==> config.mk <==
export PLATFORM = sky130hd
export DESIGN_NAME = seq_iram_loader
export DESIGN_NICKNAME = d
export VERILOG_FILES = /design/src/rtl/sqld_pkg.sv /design/src/rtl/sqld_ctrl.sv /design/src/rtl/sqld_addr.sv /design/src/rtl/sqld_lane.sv /design/src/rtl/seq_iram_loader.sv
export SDC_FILE = /design/constraint.sdc
export NUM_CORES = 1
export LEC_CHECK = 0
export ABC_AREA = 1
export BUFFER_PORTS_ARGS = -buffer_cell sky130_fd_sc_hd__buf_2
export CAP_MARGIN = 20
export CELL_PAD_IN_SITES_DETAIL_PLACEMENT = 1
export CELL_PAD_IN_SITES_GLOBAL_PLACEMENT = 1
export CORE_MARGIN = 2
export CORE_UTILIZATION = 28
export CTS_CLUSTER_DIAMETER = 120
export CTS_CLUSTER_SIZE = 8
export DETAILED_ROUTE_END_ITERATION = 10
export PLACE_DENSITY_LB_ADDON = 0.1
export SLEW_MARGIN = 20
export SYNTH_ARGS = -nofsm -noshare
export SYNTH_HDL_FRONTEND = slang
export SYNTH_SLANG_ARGS = --single-unit
==> constraint.sdc <==
create_clock -name clk -period 1.5 [get_ports clk]
set_input_delay 0.225 -clock clk [delete_from_list [all_inputs] [get_ports clk]]
set_output_delay 0.225 -clock clk [all_outputs]
set_load 0.005 [all_outputs]
==> src/rtl/sqld_pkg.sv <==
`timescale 1ns/1ps
package sqld_pkg;

    typedef enum logic [1:0] {
        SEL_CTRL    = 2'd0,
        SEL_DATA    = 2'd1,
        SEL_ADDR_LO = 2'd2,
        SEL_ADDR_HI = 2'd3
    } reg_sel_e;

    // bit 1: sequencer reset, bit 0: load enable
    typedef struct packed {
        logic seq_rst;
        logic load;
    } ctrl_t;

    typedef struct packed {
        logic     wr;
        logic     rd;
        reg_sel_e sel;
    } bus_req_t;

    function automatic logic hit_wr(input bus_req_t r, input reg_sel_e s);
        return r.wr && (r.sel == s);
    endfunction

    // a read counts only when no write shares the cycle
    function automatic logic hit_rd(input bus_req_t r, input reg_sel_e s);
        return r.rd && !r.wr && (r.sel == s);
    endfunction

endpackage

==> src/rtl/sqld_ctrl.sv <==
`timescale 1ns/1ps
module sqld_ctrl
    import sqld_pkg::*;
(
    input  logic       clk,
    input  logic       rst,
    input  logic       wr_en,
    input  logic [1:0] din,
    output ctrl_t      q
);
    always_ff @(posedge clk) begin
        if (rst)
            q <= '0;
        else if (wr_en)
            q <= ctrl_t'(din);
    end
endmodule

==> src/rtl/sqld_addr.sv <==
`timescale 1ns/1ps
module sqld_addr #(
    parameter int ADDR_W = 9
) (
    input  logic                clk,
    input  logic                rst,
    input  logic                ld_lo,
    input  logic                ld_hi,
    input  logic [7:0]          lo_din,
    input  logic [ADDR_W-9:0]   hi_din,
    input  logic                step,
    output logic [ADDR_W-1:0]   addr
);
    always_ff @(posedge clk) begin
        if (rst)
            addr <= '0;
        else if (ld_lo)
            addr[7:0] <= lo_din;
        else if (ld_hi)
            addr[ADDR_W-1:8] <= hi_din;
        else if (step)
            addr <= addr + 1'b1;   // natural wrap at the top word
    end
endmodule

==> src/rtl/sqld_lane.sv <==
`timescale 1ns/1ps
module sqld_lane #(
    parameter int LANES = 4
) (
    input  logic                         clk,
    input  logic                         rst,
    input  logic                         clear,
    input  logic                         advance,
    input  logic                         capture,
    input  logic [7:0]                   din,
    output logic [$clog2(LANES)-1:0]     lane,
    output logic                         last,
    output logic [8*(LANES-1)-1:0]       staged
);
    localparam int LANE_W = $clog2(LANES);

    assign last = (lane == LANE_W'(LANES - 1));

    always_ff @(posedge clk) begin
        if (rst || clear)
            lane <= '0;
        else if (advance)
            lane <= last ? '0 : lane + 1'b1;
    end

    for (genvar g = 0; g < LANES - 1; g++) begin : g_stage
        always_ff @(posedge clk) begin
            if (rst)
                staged[8*g +: 8] <= '0;
            else if (capture && lane == LANE_W'(g))
                staged[8*g +: 8] <= din;
        end
    end
endmodule

==> src/rtl/seq_iram_loader.sv <==
`timescale 1ns/1ps
module seq_iram_loader
    import sqld_pkg::*;
#(
    parameter int ADDR_W = 9,
    parameter int LANES  = 4
) (
    input  logic                  clk,
    input  logic                  rst,
    input  logic                  reg_wr,
    input  logic                  reg_rd,
    input  logic [1:0]            reg_sel,
    input  logic [7:0]            reg_wdata,
    output logic [7:0]            reg_rdata,
    output logic                  ram_we,
    output logic [ADDR_W-1:0]     ram_addr,
    output logic [8*LANES-1:0]    ram_wdata,
    input  logic [8*LANES-1:0]    ram_rdata,
    output logic                  seq_rst_o,
    output logic                  load_en_o
);
    localparam int LANE_W = $clog2(LANES);
    localparam int HI_W   = ADDR_W - 8;

    bus_req_t            req;
    ctrl_t               ctrl;
    logic                wr_data, rd_data, lane_last;
    logic [LANE_W-1:0]   lane;
    logic [8*(LANES-1)-1:0] staged;

    assign req = '{wr: reg_wr, rd: reg_rd, sel: reg_sel_e'(reg_sel)};

    assign wr_data = ctrl.load && hit_wr(req, SEL_DATA);
    assign rd_data = ctrl.load && hit_rd(req, SEL_DATA);

    sqld_ctrl u_ctrl (
        .clk   (clk),
        .rst   (rst),
        .wr_en (hit_wr(req, SEL_CTRL)),
        .din   (reg_wdata[1:0]),
        .q     (ctrl)
    );

    sqld_addr #(.ADDR_W(ADDR_W)) u_addr (
        .clk    (clk),
        .rst    (rst),
        .ld_lo  (hit_wr(req, SEL_ADDR_LO)),
        .ld_hi  (hit_wr(req, SEL_ADDR_HI)),
        .lo_din (reg_wdata),
        .hi_din (reg_wdata[HI_W-1:0]),
        .step   ((wr_data || rd_data) && lane_last),
        .addr   (ram_addr)
    );

    sqld_lane #(.LANES(LANES)) u_lane (
        .clk     (clk),
        .rst     (rst),
        .clear   (hit_wr(req, SEL_ADDR_LO) || hit_wr(req, SEL_ADDR_HI)),
        .advance (wr_data || rd_data),
        .capture (wr_data),
        .din     (reg_wdata),
        .lane    (lane),
        .last    (lane_last),
        .staged  (staged)
    );

    assign ram_we    = wr_data && lane_last;
    assign ram_wdata = {reg_wdata, staged};
    assign seq_rst_o = ctrl.seq_rst;
    assign load_en_o = ctrl.load;

    always_comb begin
        unique case (req.sel)
            SEL_CTRL:    reg_rdata = 8'(ctrl);
            SEL_DATA:    reg_rdata = ctrl.load ? ram_rdata[8*int'(lane) +: 8] : 8'h00;
            SEL_ADDR_LO: reg_rdata = ram_addr[7:0];
            SEL_ADDR_HI: reg_rdata = 8'(ram_addr >> 8);
            default:     reg_rdata = 8'h00;
        endcase
    end
endmodule

### After elaboration in Yosys (flattened, before gate mapping)

Index checks and enable logic that the tools add are counted.

| word-level totals | value |
|---|---|
| flip-flop bits (word level) | 37 |
| input bits | 46 |
| output and inout port bits | 52 |
| logic and storage cells | 49 |

| operators by class | value |
|---|---|
| add/sub/neg operators | 2 |
| eq/ne operators | 7 |
| shifts and indexed selects | 1 |
| multiplexer cells | 7 |
| bitwise operators | 1 |
| reductions and logical operators | 23 |

Operators by type and width:

| kind | number |
|---|---|
| $pmux 8 s4 | 1 |
| $shiftx 32x6->8 | 1 |
| $mux 8 | 3 |
| $logic_and 1x1->1 | 13 |
| $add 9x1->9 const B | 1 |
| $mux 9 | 1 |
| $eq 2x2->1 const B | 4 |
| $eq 2x1->1 const B | 2 |
| $logic_not 2->1 | 2 |
| $reduce_and 2->1 | 2 |
| $reduce_bool 2->1 | 2 |
| $logic_or 1x1->1 | 3 |
| $add 2x1->2 const B | 1 |
| $mux 2 | 1 |
| $ne 2x1->1 const B | 1 |
| $logic_not 1->1 | 1 |
| $mux 1 | 1 |
| $not 1->1 | 1 |

### Depth between registers and ports, before layout

| depth | value |
|---|---|
| depth after elaboration | 9 |
| depth in mapped cells | 9 |
| depth with buffers taken out | 9 |

### Hierarchy

From an unflattened synthesis, not the netlist that was laid out.

| unflattened totals | value |
|---|---|
| cells, all modules | 386 |
| area, all modules | 2386.0 um^2 |

Modules (own cells, without submodules):

| module | instances | cells an instance | area an instance (um^2) | seq. area each (um^2) |
|---|---|---|---|---|
| sqld_lane | 1 | 171 | 1121.1 | 520.5 |
| sqld_addr | 1 | 92 | 633.1 | 180.2 |
| seq_iram_loader | 1 | 110 | 550.5 | 0.0 |
| sqld_ctrl | 1 | 13 | 81.3 | 40.0 |

### Worst setup path after synthesis

Ideal clock, no wire load.

| timing | value |
|---|---|
| path kind | register to register |
| from | reg u_lane.lane[0] |
| to | reg u_lane.staged[22] |
| setup time | 117 ps |
| arrival | 1357 ps |
| data required time | 1383 ps |
| slack | 26 ps |
| stages on the path, launching flop included | 9 |
| path buffers | 2 |
| period minus slack after synthesis | 1474 ps |
| cell sequence | dfxtp_1 > buf_2 > inv_2 > buf_2 > ha_1 > nand3_4 > clkinv_4 > o21ai_2 > a21oi_2 |

| between the ends | value |
|---|---|
| word-level cells in the longest chain between the ends | 2 |

Ends and longest elaborated chain:

| what | line | RTL |
|---|---|---|
| from (decl) | sqld_lane.sv:11 | `output logic [$clog2(LANES)-1:0] lane,` |
| from (signal assigned) | sqld_lane.sv:23 | `lane <= last ? '0 : lane + 1'b1;` |
| $eq 2x2->1 | sqld_lane.sv:30 | `else if (capture && lane == LANE_W'(g))` |
| $logic_and 1x1->1 | sqld_lane.sv:30 |  |
| to (signal, indexed assignment) | sqld_lane.sv:31 | `staged[8*g +: 8] <= din;` |
| to (decl) | sqld_lane.sv:13 | `output logic [8*(LANES-1)-1:0] staged` |

Every way passes these cells.
A chain may end at the register's enable or synchronous reset.

### Worst setup path after layout

| timing | value |
|---|---|
| from | reg u_lane.lane[0] |
| to | out reg_rdata[4] |

| between the ends | value |
|---|---|
| word-level cells in the longest chain between the ends | 3 |

Ends and longest elaborated chain:

| what | line | RTL |
|---|---|---|
| $shiftx 32x6->8 | seq_iram_loader.sv:75 | `SEL_DATA: reg_rdata = ctrl.load ? ram_rdata[8*int'(lane) +: 8] : 8'h00;` |
| $mux 8 | seq_iram_loader.sv:75 |  |
| $pmux 8 s4 | seq_iram_loader.sv:73 | `unique case (req.sel)` |
| to (decl) | seq_iram_loader.sv:14 | `output logic [7:0] reg_rdata,` |

Every way passes these cells.

==> reports/metrics.yaml <==
place_congestion: 0.785
die-area_mm2: 0.00855
fin_area_mm2: 0.00326
die_w_um: 92.5
grtUsageTotal_pct: 18.7
muxShareOfSynthArea_pct: 0
synth-xor-area-share_pct: 0
clock_path_buffers: 2
finalCritPeriodShare_pct: 101
fin_ws_ns: -0.00963
synth_top_area_share_pct: 33.8
antenna_found_initial: 0
drt-total-wl_mm: 7.98
cts_tree: "done"
synth.area.top_cells: "dfxtp_1 34%, nand2_1 12%, nor2_1 10%, nand3_1 9.8%, o21ai_1 7.5%"
synthAdderAreaFrac_pct: 2.86
worstSetupPathType: "reg -> out"
firstDrtPassIters: 4
path_max_fanout: 8
synthSimpleGateAreaFrac_pct: 37.4
ios: 98
ir_worst_vdd_v: 0.000438
p_leak_nw: 1.64
post_dp_cell_area_mm2: 0.00283
path_clk_slew_ns: 0.07
area_growth_pct: 48.9
hold_viol: 0
fp.coreArea_mm2: 0.00765
synth_top_family_by_area: "simple AND/OR/NAND/NOR gates"
syn_nets: 384
seq_area_frac_synth_pct: 33.8
min_path_type: "in -> reg"
cts_hold_buf: 0
hpwl_mm: 6.00
fmax_mhz: 662
tightest_slew_ns: 0.294
skew_ns: 0.00726
synth_edf_count: 0
drc: 0
whs_ns: 0.207
ys_seq_elements: 37
worstPathRequired_ns: 1.27
htree_num_levels: 2
r2r-start: "u_lane.lane[0]"
grt_pass1_vias: 2484
grt_overflow: 0
ys_warn_count: 0
rows: 32
setup.worst_path.start: "u_lane.lane[0]"
drive_gt1_share_pct: 42.5
wl_per_cell_um: 14.5
synth-async-reset-ratio_pct: 0
rr_worst_depth: 8
drv_cap: 0
setup_viol: 2
vias: 2536
cts_buffers: 5
violations: "setup timing"
chipHeight_um: 92.5
ys_top_cells_by_count: "68 x nand2_1, 59 x nor2_1, 43 x nand3_1, 37 x dfxtp_1, 33 x o21ai_1"
rr_endpoint: "u_lane.staged[14]"
syn_area_mm2: 0.00219
pre_cts_slack_ns: 0.0381
synth_compound_area_share_pct: 13.9
endpoint: "reg_rdata[4]"
final_nets: 497
r2r_setup_slack_ns: 0.10
power-per-cell-area_mw_per_mm2: 702
startpoint_type: "flop"
cts_sinks: 37
portBuffers: 97
clkLatencyLatePin_ns: 0.29
antenna_cells: 0
finalPower_mw: 2.29
synth_ff_type: "dfxtp_1"
cts_root_buffer: "clkbuf_8"
drt-initial-drc-count: 67
status: "finished, violations left"
grt_max_degree: 36
slew_viol_final: 0
fin_crit_ns: 1.51
end_kind: "primary output"
yosysMostFrequentCell: "nand2_1"
syn_avg_cell_area_um2: 6.58
yosys.area.top_type: "dfxtp_1"
postSynthCellCount: 333
rsz0062_at_grt: "yes"
via_per_inst: 4.62
ys_types: 28
grt_pass1_wl_mm: 12.5
arrival_ns: 1.28
relSlewSlack_pct: 80.3
postRouteAntennaNets: 0
start_util_pct: 28.6
==> cell usage in the layout, fill, tap and decap left out, types with 2 or more instances in the layout <==
cell and instances:
nand3_2 14, o21ai_2 2, nand2_1 58, dfxtp_2 2
nand3_4 2, o21ai_1 35, dfxtp_1 34, nor2_4 4
nand4_1 3, buf_4 19, a21oi_1 7, inv_2 5
buf_2 97, nand2_4 4, clkbuf_8 6, clkinv_1 2
nor2_2 4, o21ai_0 5, nand3_1 29, nor2_1 55
nand2_2 9, ha_1 5, buf_12 5, inv_1 22
buf_6 3, a21oi_2 4
==> cells by family (layout without fill, tap and decap cells) <==
family | after synthesis | after routing
DFF | 37 | 37
and+or+nand+nor | 184 | 184
AOI/OAI and AO/OA | 55 | 55
adders and majority gates | 5 | 5
buffers and inverters | 52 | 166
==> metal layers <==
metal / vias to the layer above / part of all wire (%) / global-route usage [%]
li1: 1298 / - / -
met2: 64 / 47 / 30.7
met1: 1168 / 46 / 24.6
met5: - / 0 / 0
met3: 6 / 5.4 / 3.82
met4: 0 / 1.0 / 5.60
==> stage by stage <==
stage          instances  setup TNS (ns)  util, %
5_1_grt              549          -0.574     42.7
6_report             549         -0.0163     42.7
3_5_place_dp         530               0     36.9
4_1_cts              542          -0.119     40.6
3_3_place_gp         530               0     36.9
2_1_floorplan        333               0        -
==> final cells by class <==
| type | count | area (um2) |
|---|---|---|
| clock inverter | 1 | 30.0 |
| timing repair buffer | 126 | 805 |
| sequential | 37 | 747 |
| fill | 1008 | 4390 |
| multi-input combinational | 244 | 1330 |
| tap | 102 | 128 |
| inverter | 32 | 133 |
| clock buffer | 7 | 86.3 |
==> timing repair <==
action,in CTS,in global routing
gates resized for setup,34,19
cloned,1,0
setup endpoints to repair,9,20
pin swaps,6,8
setup buffers,3,7
==> power by group <==
part / total [mW] / internal, mW / switching (mW) / leakage, nW
clock network: 0.917 / 0.543 / 0.374 / 0.0585
logic: 0.358 / 0.158 / 0.200 / 1.28
registers: 1.02 / 0.999 / 0.0176 / 0.301
total: 2.29 / 1.70 / 0.592 / 1.64
==> worst min-delay path by stage <==
stage                            from                 to  slack (ns)  cells after the start
global route                      rst     u_lane.lane[0]        0.22                      4
finish                            rst     u_lane.lane[0]        0.21                      4
floorplan                reg_wdata[0]   u_lane.staged[0]        0.36                      2
detailed placement  u_lane.staged[16]  u_lane.staged[16]        0.48                      2
CTS                               rst     u_lane.lane[0]        0.20                      4
global placement     u_lane.staged[0]   u_lane.staged[0]        0.47                      2
==> worst max-delay path, cell delays in order (launching register included) <==
cell and delay, ns:
dfxtp_4 0.37, inv_6 0.08, buf_8 0.13, nand2_1 0.06, nand3_2 0.06, nand3_1 0.07
o21ai_1 0.08, buf_2 0.13
==> sequential cells by signal (all words and copies together), names as in the netlist <==
register and flops:
u_addr.addr 9, u_ctrl.q 2, u_lane.lane 2, u_lane.staged 24
No activity file was read; power rests on OpenSTA's default activity.
